[src/rtl/dlut_pkg.sv]
package dlut_pkg;

  // tabulated function: a parabola centred mid-range, lifted by 100
  function automatic int tab_fn(int x, int n);
    int c;
    c = x - (1 << (n - 1));
    return ((c * c) >>> (n - 3)) + 100;
  endfunction

  // lower half of a block: step from point k toward the centre
  function automatic int back_step(int grp, int k, int n, int dl);
    int b;
    b = grp * 2 * dl;
    return tab_fn(b + k, n) - tab_fn(b + k + 1, n);
  endfunction

  // upper half of a block: step away from the centre
  function automatic int fwd_step(int grp, int k, int n, int dl);
    int c;
    c = grp * 2 * dl + dl;
    return tab_fn(c + k + 1, n) - tab_fn(c + k, n);
  endfunction

  // constant that undoes all sign-bit inversions at once
  function automatic int sign_fold(int d, int dl);
    return -(dl * (1 << (d - 1)));
  endfunction

endpackage

[src/rtl/dlut_addr_gen.sv]
module dlut_addr_gen #(
  parameter int N     = 8,
  parameter int DELTA = 4
) (
  input  logic [N-1:0]        alpha,
  output logic [N-2-$clog2(DELTA):0] direct_addr,
  output logic [N-1-$clog2(DELTA):0] indirect_addr,
  output logic [DELTA-1:0]    sel
);
  localparam int LG = $clog2(DELTA);

  assign direct_addr   = alpha[N-1:LG+1];
  assign indirect_addr = alpha[N-1:LG];
  assign sel = ({DELTA{1'b1}} << alpha[LG-1:0]) ^ {DELTA{alpha[LG]}};
endmodule

[src/rtl/dlut_base_table.sv]
module dlut_base_table #(
  parameter int N     = 8,
  parameter int K     = 12,
  parameter int DELTA = 4
) (
  input  logic [N-2-$clog2(DELTA):0] direct_addr,
  output logic [K-1:0]        mval
);
  localparam int DW = N - 1 - $clog2(DELTA);

  always_comb begin
    int v;
    v = dlut_pkg::tab_fn(int'(direct_addr) * 2 * DELTA + DELTA, N);
    mval = v[K-1:0];
  end
endmodule

[src/rtl/dlut_diff_bank.sv]
module dlut_diff_bank #(
  parameter int N     = 8,
  parameter int D     = 6,
  parameter int DELTA = 4
) (
  input  logic [N-2-$clog2(DELTA):0] direct_addr,
  input  logic [N-1-$clog2(DELTA):0] indirect_addr,
  input  logic [DELTA-1:0]           sel,
  output logic [DELTA-1:0][D-1:0]    dsel
);
  localparam int IW = N - $clog2(DELTA);

  logic [DELTA-1:0][D-1:0] dval;

  for (genvar k = 0; k < DELTA - 1; k++) begin : g_full
    always_comb begin
      int v;
      if (indirect_addr[0])
        v = dlut_pkg::fwd_step(int'(indirect_addr[IW-1:1]), k, N, DELTA);
      else
        v = dlut_pkg::back_step(int'(indirect_addr[IW-1:1]), k, N, DELTA);
      dval[k] = v[D-1:0];
    end
  end

  // half-depth table, shared address with the base table
  always_comb begin
    int v;
    v = dlut_pkg::back_step(int'(direct_addr), DELTA - 1, N, DELTA);
    dval[DELTA-1] = v[D-1:0];
  end

  for (genvar k = 0; k < DELTA; k++) begin : g_mask
    assign dsel[k] = dval[k] & {D{sel[k]}};
  end
endmodule

[src/rtl/dlut_signed_sum.sv]
module dlut_signed_sum #(
  parameter int K     = 12,
  parameter int D     = 6,
  parameter int DELTA = 4
) (
  input  logic [K-1:0]             mval,
  input  logic [DELTA-1:0][D-1:0]  dsel,
  output logic [K-1:0]             sum
);
  localparam int          FOLD_I = dlut_pkg::sign_fold(D, DELTA);
  localparam logic [K-1:0] FOLD  = FOLD_I[K-1:0];

  logic [DELTA-1:0][D-1:0] uop;
  logic [K-1:0]            op0;

  for (genvar i = 0; i < DELTA; i++) begin : g_flip
    assign uop[i] = {~dsel[i][D-1], dsel[i][D-2:0]};
  end

  // low D bits of the fold constant are zero, so it concatenates
  assign op0 = {FOLD[K-1:D], uop[0]};

  always_comb begin
    logic [K-1:0] acc;
    acc = mval + op0;
    for (int i = 1; i < DELTA; i++)
      acc = acc + {{(K-D){1'b0}}, uop[i]};
    sum = acc;
  end
endmodule

[src/rtl/dlut_top.sv]
module dlut_top #(
  parameter int N     = 8,
  parameter int K     = 12,
  parameter int D     = 6,
  parameter int DELTA = 4
) (
  input  logic [N-1:0]     alpha_i,
  output logic [K-1:0]     value_o,
  output logic [DELTA-1:0] sel_o
);
  localparam int LG = $clog2(DELTA);
  localparam int DW = N - 1 - LG;
  localparam int IW = N - LG;

  logic [DW-1:0]           direct_addr;
  logic [IW-1:0]           indirect_addr;
  logic [DELTA-1:0]        sel;
  logic [K-1:0]            mval;
  logic [DELTA-1:0][D-1:0] dsel;

  dlut_addr_gen #(.N(N), .DELTA(DELTA)) u_addr (
    .alpha(alpha_i), .direct_addr(direct_addr),
    .indirect_addr(indirect_addr), .sel(sel)
  );

  dlut_base_table #(.N(N), .K(K), .DELTA(DELTA)) u_base (
    .direct_addr(direct_addr), .mval(mval)
  );

  dlut_diff_bank #(.N(N), .D(D), .DELTA(DELTA)) u_bank (
    .direct_addr(direct_addr), .indirect_addr(indirect_addr),
    .sel(sel), .dsel(dsel)
  );

  dlut_signed_sum #(.K(K), .D(D), .DELTA(DELTA)) u_sum (
    .mval(mval), .dsel(dsel), .sum(value_o)
  );

  assign sel_o = sel;
endmodule

[config.mk]
export PLATFORM = sky130hd
export DESIGN_NAME = dlut_top
export DESIGN_NICKNAME = d
export VERILOG_FILES = /design/src/rtl/dlut_pkg.sv /design/src/rtl/dlut_addr_gen.sv /design/src/rtl/dlut_base_table.sv /design/src/rtl/dlut_diff_bank.sv /design/src/rtl/dlut_signed_sum.sv /design/src/rtl/dlut_top.sv
export SDC_FILE = /design/constraint.sdc
export NUM_CORES = 1
export LEC_CHECK = 0
export BUFFER_PORTS_ARGS = -buffer_cell sky130_fd_sc_hd__buf_2
export CORE_ASPECT_RATIO = 0.75
export CORE_MARGIN = 5
export CORE_UTILIZATION = 50
export DETAILED_ROUTE_END_ITERATION = 10
export GPL_ROUTABILITY_DRIVEN = 0
export PLACE_DENSITY = 0.69
export SLEW_MARGIN = 30
export SYNTH_ARGS = -nofsm -noshare
export SYNTH_HDL_FRONTEND = slang
export SYNTH_HIERARCHICAL = 1
export SYNTH_SLANG_ARGS = --single-unit
[constraint.sdc]
create_clock -name vclk -period 9.4
set_input_delay 0.94 -clock vclk [all_inputs]
set_output_delay 0.94 -clock vclk [all_outputs]
set_load 0.02 [all_outputs]
==> results.ini, run 1 <==
[layout]
area.sequential_um2 = 0
seq_cell_count = 0
clock_buffers = 0
n_antenna_cell = 0
n_fill_cell = 1704
area_growth_pct = 14.5
layout.nets = 1583
fin_cells = 1449
drive_gt1_share_pct = 15.6

[worst_setup_path]
cp.required_ns = 8.46
startpoint_type = input port
end_kind = output pin
worstPathArrival_ns = 8.67
path_class = input port to output pin
startpoint = alpha_i[4]
worst-path-max-fanout = 6

[detailed_routing]
wl_met1_um = 10900
firstDrtPassIters = 4
drc = 0
drtAntennaViolNets = 0
wirelength_um = 22200
routedWlPerCell_um = 15.3
num_vias = 7242
highest_layer = met4
met3_length_um = 1050
drt_first_iter_violations = 303
avgViaCountPerCell = 5.00
route.met2.wl_um = 10000

[place]
dp_hpwl_um = 19400
dp_cells = 1442
io_buffer_count = 24

[global_route]
grt_pass1_wl_um = 37500
grt_pass1_vias = 7561
antenna_found_initial = 0
grt-ovfl-total = 0
grt_usage_pct = 19.4
grt_max_degree = 23

[synthesis]
netlist_area_um2 = 9940
synth_cells = 1102
synth_warnings = 6
synth_nets = 1487
yosysSeqAreaShare_pct = 0
avgSynthCellArea_um2 = 9.02
yosys.cell_types.count = 55

[timing]
rsz0062_at_grt = true
setup_viol = 6
worst_pin_slew_ns = 0.763
setup-tns-final_ns = -0.810
worst_slack_ns = -0.206
slew_violations = 0
timing.final.crit_period_ns = 9.61
period_share_pct = 102
hold_violations = 0
relSlewSlack_pct = 48.8
fmax_mhz = 104

[cts]
holdBufCountCts = 0

[floorplan]
rows = 44
ios = 24
coreArea_um2 = 19400
die_area_um2 = 22800
start_util_pct = 51.2
fp.dieW_um = 173
die-height_um = 132

[job]
maxCapViolCount = 0

[status]
violations = setup timing
status = finished, violations left

[min_path]
hold_path_class = input port to output pin
hp-start = alpha_i[1]

[cells by family after synthesis]
family	after synthesis	synth area share (%)
other cells	1	0.0377
simple gates	142	7.05
compound gates	117	8.41
fa+ha+maj	377	56.6
buf+inv	298	11.8
mux	7	0.705
xor+xnor	160	15.4
[what timing repair did]
item                       4_1_cts  5_1_grt
buffers inserted                 4        3
pin swaps                       27       24
gates resized for setup         45       23
setup endpoints to repair        8        8
[routing by layer]
metal / track usage (%) / up-vias
li1: - / 3644
met4: 2.01 / 0
met5: 0 / -
met1: 29.2 / 3459
met3: 1.58 / 15
met2: 31.8 / 124
[placed cells by master, fill, tap and decap left out, types with 9 or more instances in the layout]
cell type	Yosys	routed
o21ai_0	12	11
ha_4	0	12
a21oi_1	37	31
and2_1	15	15
buf_4	12	90
inv_1	279	272
nor2b_1	14	13
xor2_1	33	31
xnor2_1	117	109
nand2_1	39	39
fa_1	121	118
ha_1	256	243
a21o_1	23	23
nor2_1	31	30
xnor2_2	1	9
buf_2	0	13
nand3_1	12	10
[Yosys cell counts, types with 2 or more instances]
cell	count	area, µm²
inv_2	2	7.51
nor2_1	31	116
o211ai_1	2	15.0
nor3b_1	2	15.0
a21boi_0	6	45.0
inv_1	279	1050
a21oi_2	3	26.3
a31oi_1	3	18.8
nor2b_1	14	87.6
nand2_1	39	146
o21ai_0	12	60.1
mux2i_1	7	70.1
buf_4	12	90.1
or2_2	5	31.3
nor3_1	7	35.0
a21o_1	23	173
xnor2_1	117	1020
xnor3_1	8	180
a21oi_1	37	185
nand3_1	12	60.1
fa_1	121	2420
nand2b_1	6	37.5
and3_1	5	31.3
o21a_1	2	15.0
o211a_1	3	30.0
a21o_2	2	17.5
or3_1	2	12.5
a211oi_2	2	25.0
ha_1	256	3200
a211o_1	2	17.5
o21ai_1	3	15.0
o21bai_1	5	37.5
xor2_1	33	289
and2_1	15	93.8
clkbuf_1	4	15.0
[worst paths after layout]
| kind | end | slack, ns | depth (start not counted) |
|---|---|---|---|
| setup / recovery | value_o[9] | -0.21 | 28 |
| hold / removal | sel_o[1] | 2.40 | 3 |
[worst max-delay path, stage by stage]
cell	delay (ns)
buf_8	0.11
ha_4	0.17
fa_2	0.59
fa_2	0.46
fa_1	0.58
fa_1	0.47
fa_1	0.61
ha_4	0.22
or3_4	0.36
nand3_2	0.09
nor2b_4	0.17
ha_4	0.22
ha_4	0.28
a21oi_4	0.06
xnor2_2	0.13
xnor2_1	0.19
mux2i_1	0.22
o211a_1	0.19
fa_1	0.40
fa_1	0.47
fa_1	0.53
inv_2	0.04
ha_4	0.24
a21oi_2	0.14
o22ai_2	0.11
o2111a_1	0.29
a311oi_4	0.22
buf_6	0.15
[layout make-up]
cell class | instances | area, µm² | area share, %
multi-input combinational | 804 | 9160 | 80.5
tap | 253 | 317 | 2.78
timing repair buffer | 111 | 847 | 7.44
inverter | 281 | 1060 | 9.30
[stage by stage]
step / utilization [%] / instance area [µm²] / worst slack (ns) / hold WS (ns)
floorplan: - / 10100 / -0.0311 / 1.95
global placement: 56.5 / 11000 / -0.342 / 2.38
detailed placement: 56.5 / 11000 / -0.405 / 2.39
CTS: 57.8 / 11200 / -0.221 / 2.40
global route: 58.6 / 11400 / -0.506 / 2.41
finish: 58.6 / 11400 / -0.206 / 2.40
Power of run 1 is left out: the tool's default activity adds up to more than one toggle a clock period on the data nets, which glitch-free logic cannot reach.
==> run 2: changes to the inputs <==
--- a/config.mk
+++ b/config.mk
@@ -6,12 +6,14 @@
 export NUM_CORES = 1
 export LEC_CHECK = 0
 export BUFFER_PORTS_ARGS = -buffer_cell sky130_fd_sc_hd__buf_2
+export CELL_PAD_IN_SITES_DETAIL_PLACEMENT = 1
+export CELL_PAD_IN_SITES_GLOBAL_PLACEMENT = 2
 export CORE_ASPECT_RATIO = 0.75
 export CORE_MARGIN = 5
-export CORE_UTILIZATION = 50
+export CORE_UTILIZATION = 39
 export DETAILED_ROUTE_END_ITERATION = 10
 export GPL_ROUTABILITY_DRIVEN = 0
-export PLACE_DENSITY = 0.69
+export PLACE_DENSITY = 0.88
 export SLEW_MARGIN = 30
 export SYNTH_ARGS = -nofsm -noshare
 export SYNTH_HDL_FRONTEND = slang
==> run 2 against run 1 <==
Against the previous run: die area rose by 26%; critical endpoint unchanged; routed wire length grew 17%; the run still ends with setup timing left; critical path type unchanged; highest routed layer unchanged; hold slack better by 0.0069 ns.
==> results.ini, run 2 (same netlist as run 1, synthesis figures left out) <==
[status]
status = finished, violations left
violations = setup timing

[floorplan]
start_util_pct = 39.7  ; -11 points
ios = 24  ; unchanged
die_area_um2 = 28800  ; +26%
coreArea_um2 = 25000  ; +29%
die-height_um = 148  ; +12%
fp.dieW_um = 194  ; +12%
rows = 50  ; +14%

[detailed_routing]
drt_first_iter_violations = 180  ; -41%
wirelength_um = 25900  ; +17%
drc = 0  ; unchanged
routedWlPerCell_um = 16.7  ; +8.9%
drtAntennaViolNets = 0  ; unchanged
avgViaCountPerCell = 4.77  ; -4.5%
num_vias = 7409  ; +2.3%
firstDrtPassIters = 4  ; unchanged

[global_route]
grt_usage_pct = 17.9  ; -1.5 points
grt_max_degree = 26  ; +13%
grt-ovfl-total = 0  ; unchanged
antenna_found_initial = 0  ; unchanged
grt_pass1_vias = 8137  ; +7.6%
grt_pass1_wl_um = 42500  ; +13%

[worst_setup_path]
max_stage_delay_ns = 0.63  ; +0.02 ns
crit_buf_inv = 3  ; unchanged
end_kind = output pin
worst-path-max-fanout = 6  ; unchanged
cp.required_ns = 8.46  ; about the same
crit_family = adder cells
crit_path_top_delay_cell = fa_2
path_class = input port to output pin
startpoint_type = input port
worstPathArrival_ns = 8.73  ; +0.06 ns

[layout]
n_fill_cell = 2943  ; +73%
seq_cell_count = 0  ; unchanged
clock_buffers = 0  ; unchanged
drive_gt1_share_pct = 18.4  ; +2.7 points
area_growth_pct = 18.2
area.sequential_um2 = 0  ; unchanged
final_cell_mix = inv_1 (271), ha_1 (239), fa_1 (117)
layout.nets = 1601  ; +1.1%
n_antenna_cell = 0  ; unchanged
fin_cells = 1552  ; +7.1%
layout_commonest_cell = inv_1

[min_path]
hold_depth = 3  ; unchanged
hold_path_class = input port to output pin
hp-start = alpha_i[1]
hold-path-endpoint = sel_o[1]

[place]
dp_cells = 1534  ; +6.4%
dp_hpwl_um = 22500  ; +16%
io_buffer_count = 24  ; unchanged

[timing]
worst_pin_slew_ns = 0.703  ; -0.0593 ns
period_share_pct = 103  ; +0.62 points
hold_violations = 0  ; unchanged
timing.final.crit_period_ns = 9.67  ; +0.0587 ns
fmax_mhz = 103  ; -0.61%
rsz0062_at_grt = true
setup_viol = 7  ; +1
relSlewSlack_pct = 52.8  ; +4.0 points
slew_violations = 0  ; unchanged
worst_slack_ns = -0.265  ; -0.0587 ns

[job]
maxCapViolCount = 0  ; unchanged

==> run 2: changes by cell type in the layout (fill, tap and decap cells not counted), moves of 3 or more <==
cell	delta
buf_4	+16
xnor2_1	-5
a21oi_1	-4
ha_1	-4
xnor2_2	+4
a21boi_0	-3
a21oi_2	+3
buf_6	+3
==> run 2: worst max-delay path by stage <==
stage               start  cells past startpoint  slack (ns)           to
2_1_floorplan  alpha_i[7]                     27       -0.03   value_o[9]
3_3_place_gp   alpha_i[3]                     30       -0.39  value_o[10]
3_5_place_dp   alpha_i[3]                     30       -0.47  value_o[10]
4_1_cts        alpha_i[4]                     28       -0.27   value_o[9]
5_1_grt        alpha_i[5]                     28       -0.52   value_o[9]
6_report       alpha_i[5]                     28       -0.27   value_o[9]
==> run 2: routing by layer <==
layer,track usage [%],routed length (µm),vias up
li1,-,-,3677
met1,26.2,12500,3672
met2,31.2,12500,50
met3,0.906,849,10
met4,0.668,115,0
met5,0,0,-
==> run 2: cell type report <==
type,instances,area (µm²),share of cell area [%]
multi-input cells,804,9280,78.9
inverters,281,1060,9.04
repair buffers,129,991,8.43
well taps,338,423,3.60
==> run 2: metrics by stage <==
| step | setup slack (ns) | hold WS (ns) | TNS, ns | util [%] | instance area [µm²] |
|---|---|---|---|---|---|
| global route | -0.519 | 2.45 | -3.08 | 47.0 | 11800 |
| CTS | -0.268 | 2.42 | -1.16 | 45.8 | 11500 |
| floorplan | -0.0311 | 1.95 | -0.0382 | - | 10100 |
| global placement | -0.392 | 2.41 | -2.13 | 44.5 | 11100 |
| detailed placement | -0.470 | 2.41 | -2.70 | 44.5 | 11100 |
| finish | -0.265 | 2.41 | -1.18 | 47.0 | 11800 |
==> run 2: repair_timing <==
| item | CTS | global route |
|---|---|---|
| gates resized for setup | 48 | 48 |
| pin swaps | 21 | 25 |
| setup buffers | 11 | 7 |
| hold buffers | 0 | 0 |
| endpoints found under the setup margin | 8 | 9 |
Power of run 2 is left out for the same reason.
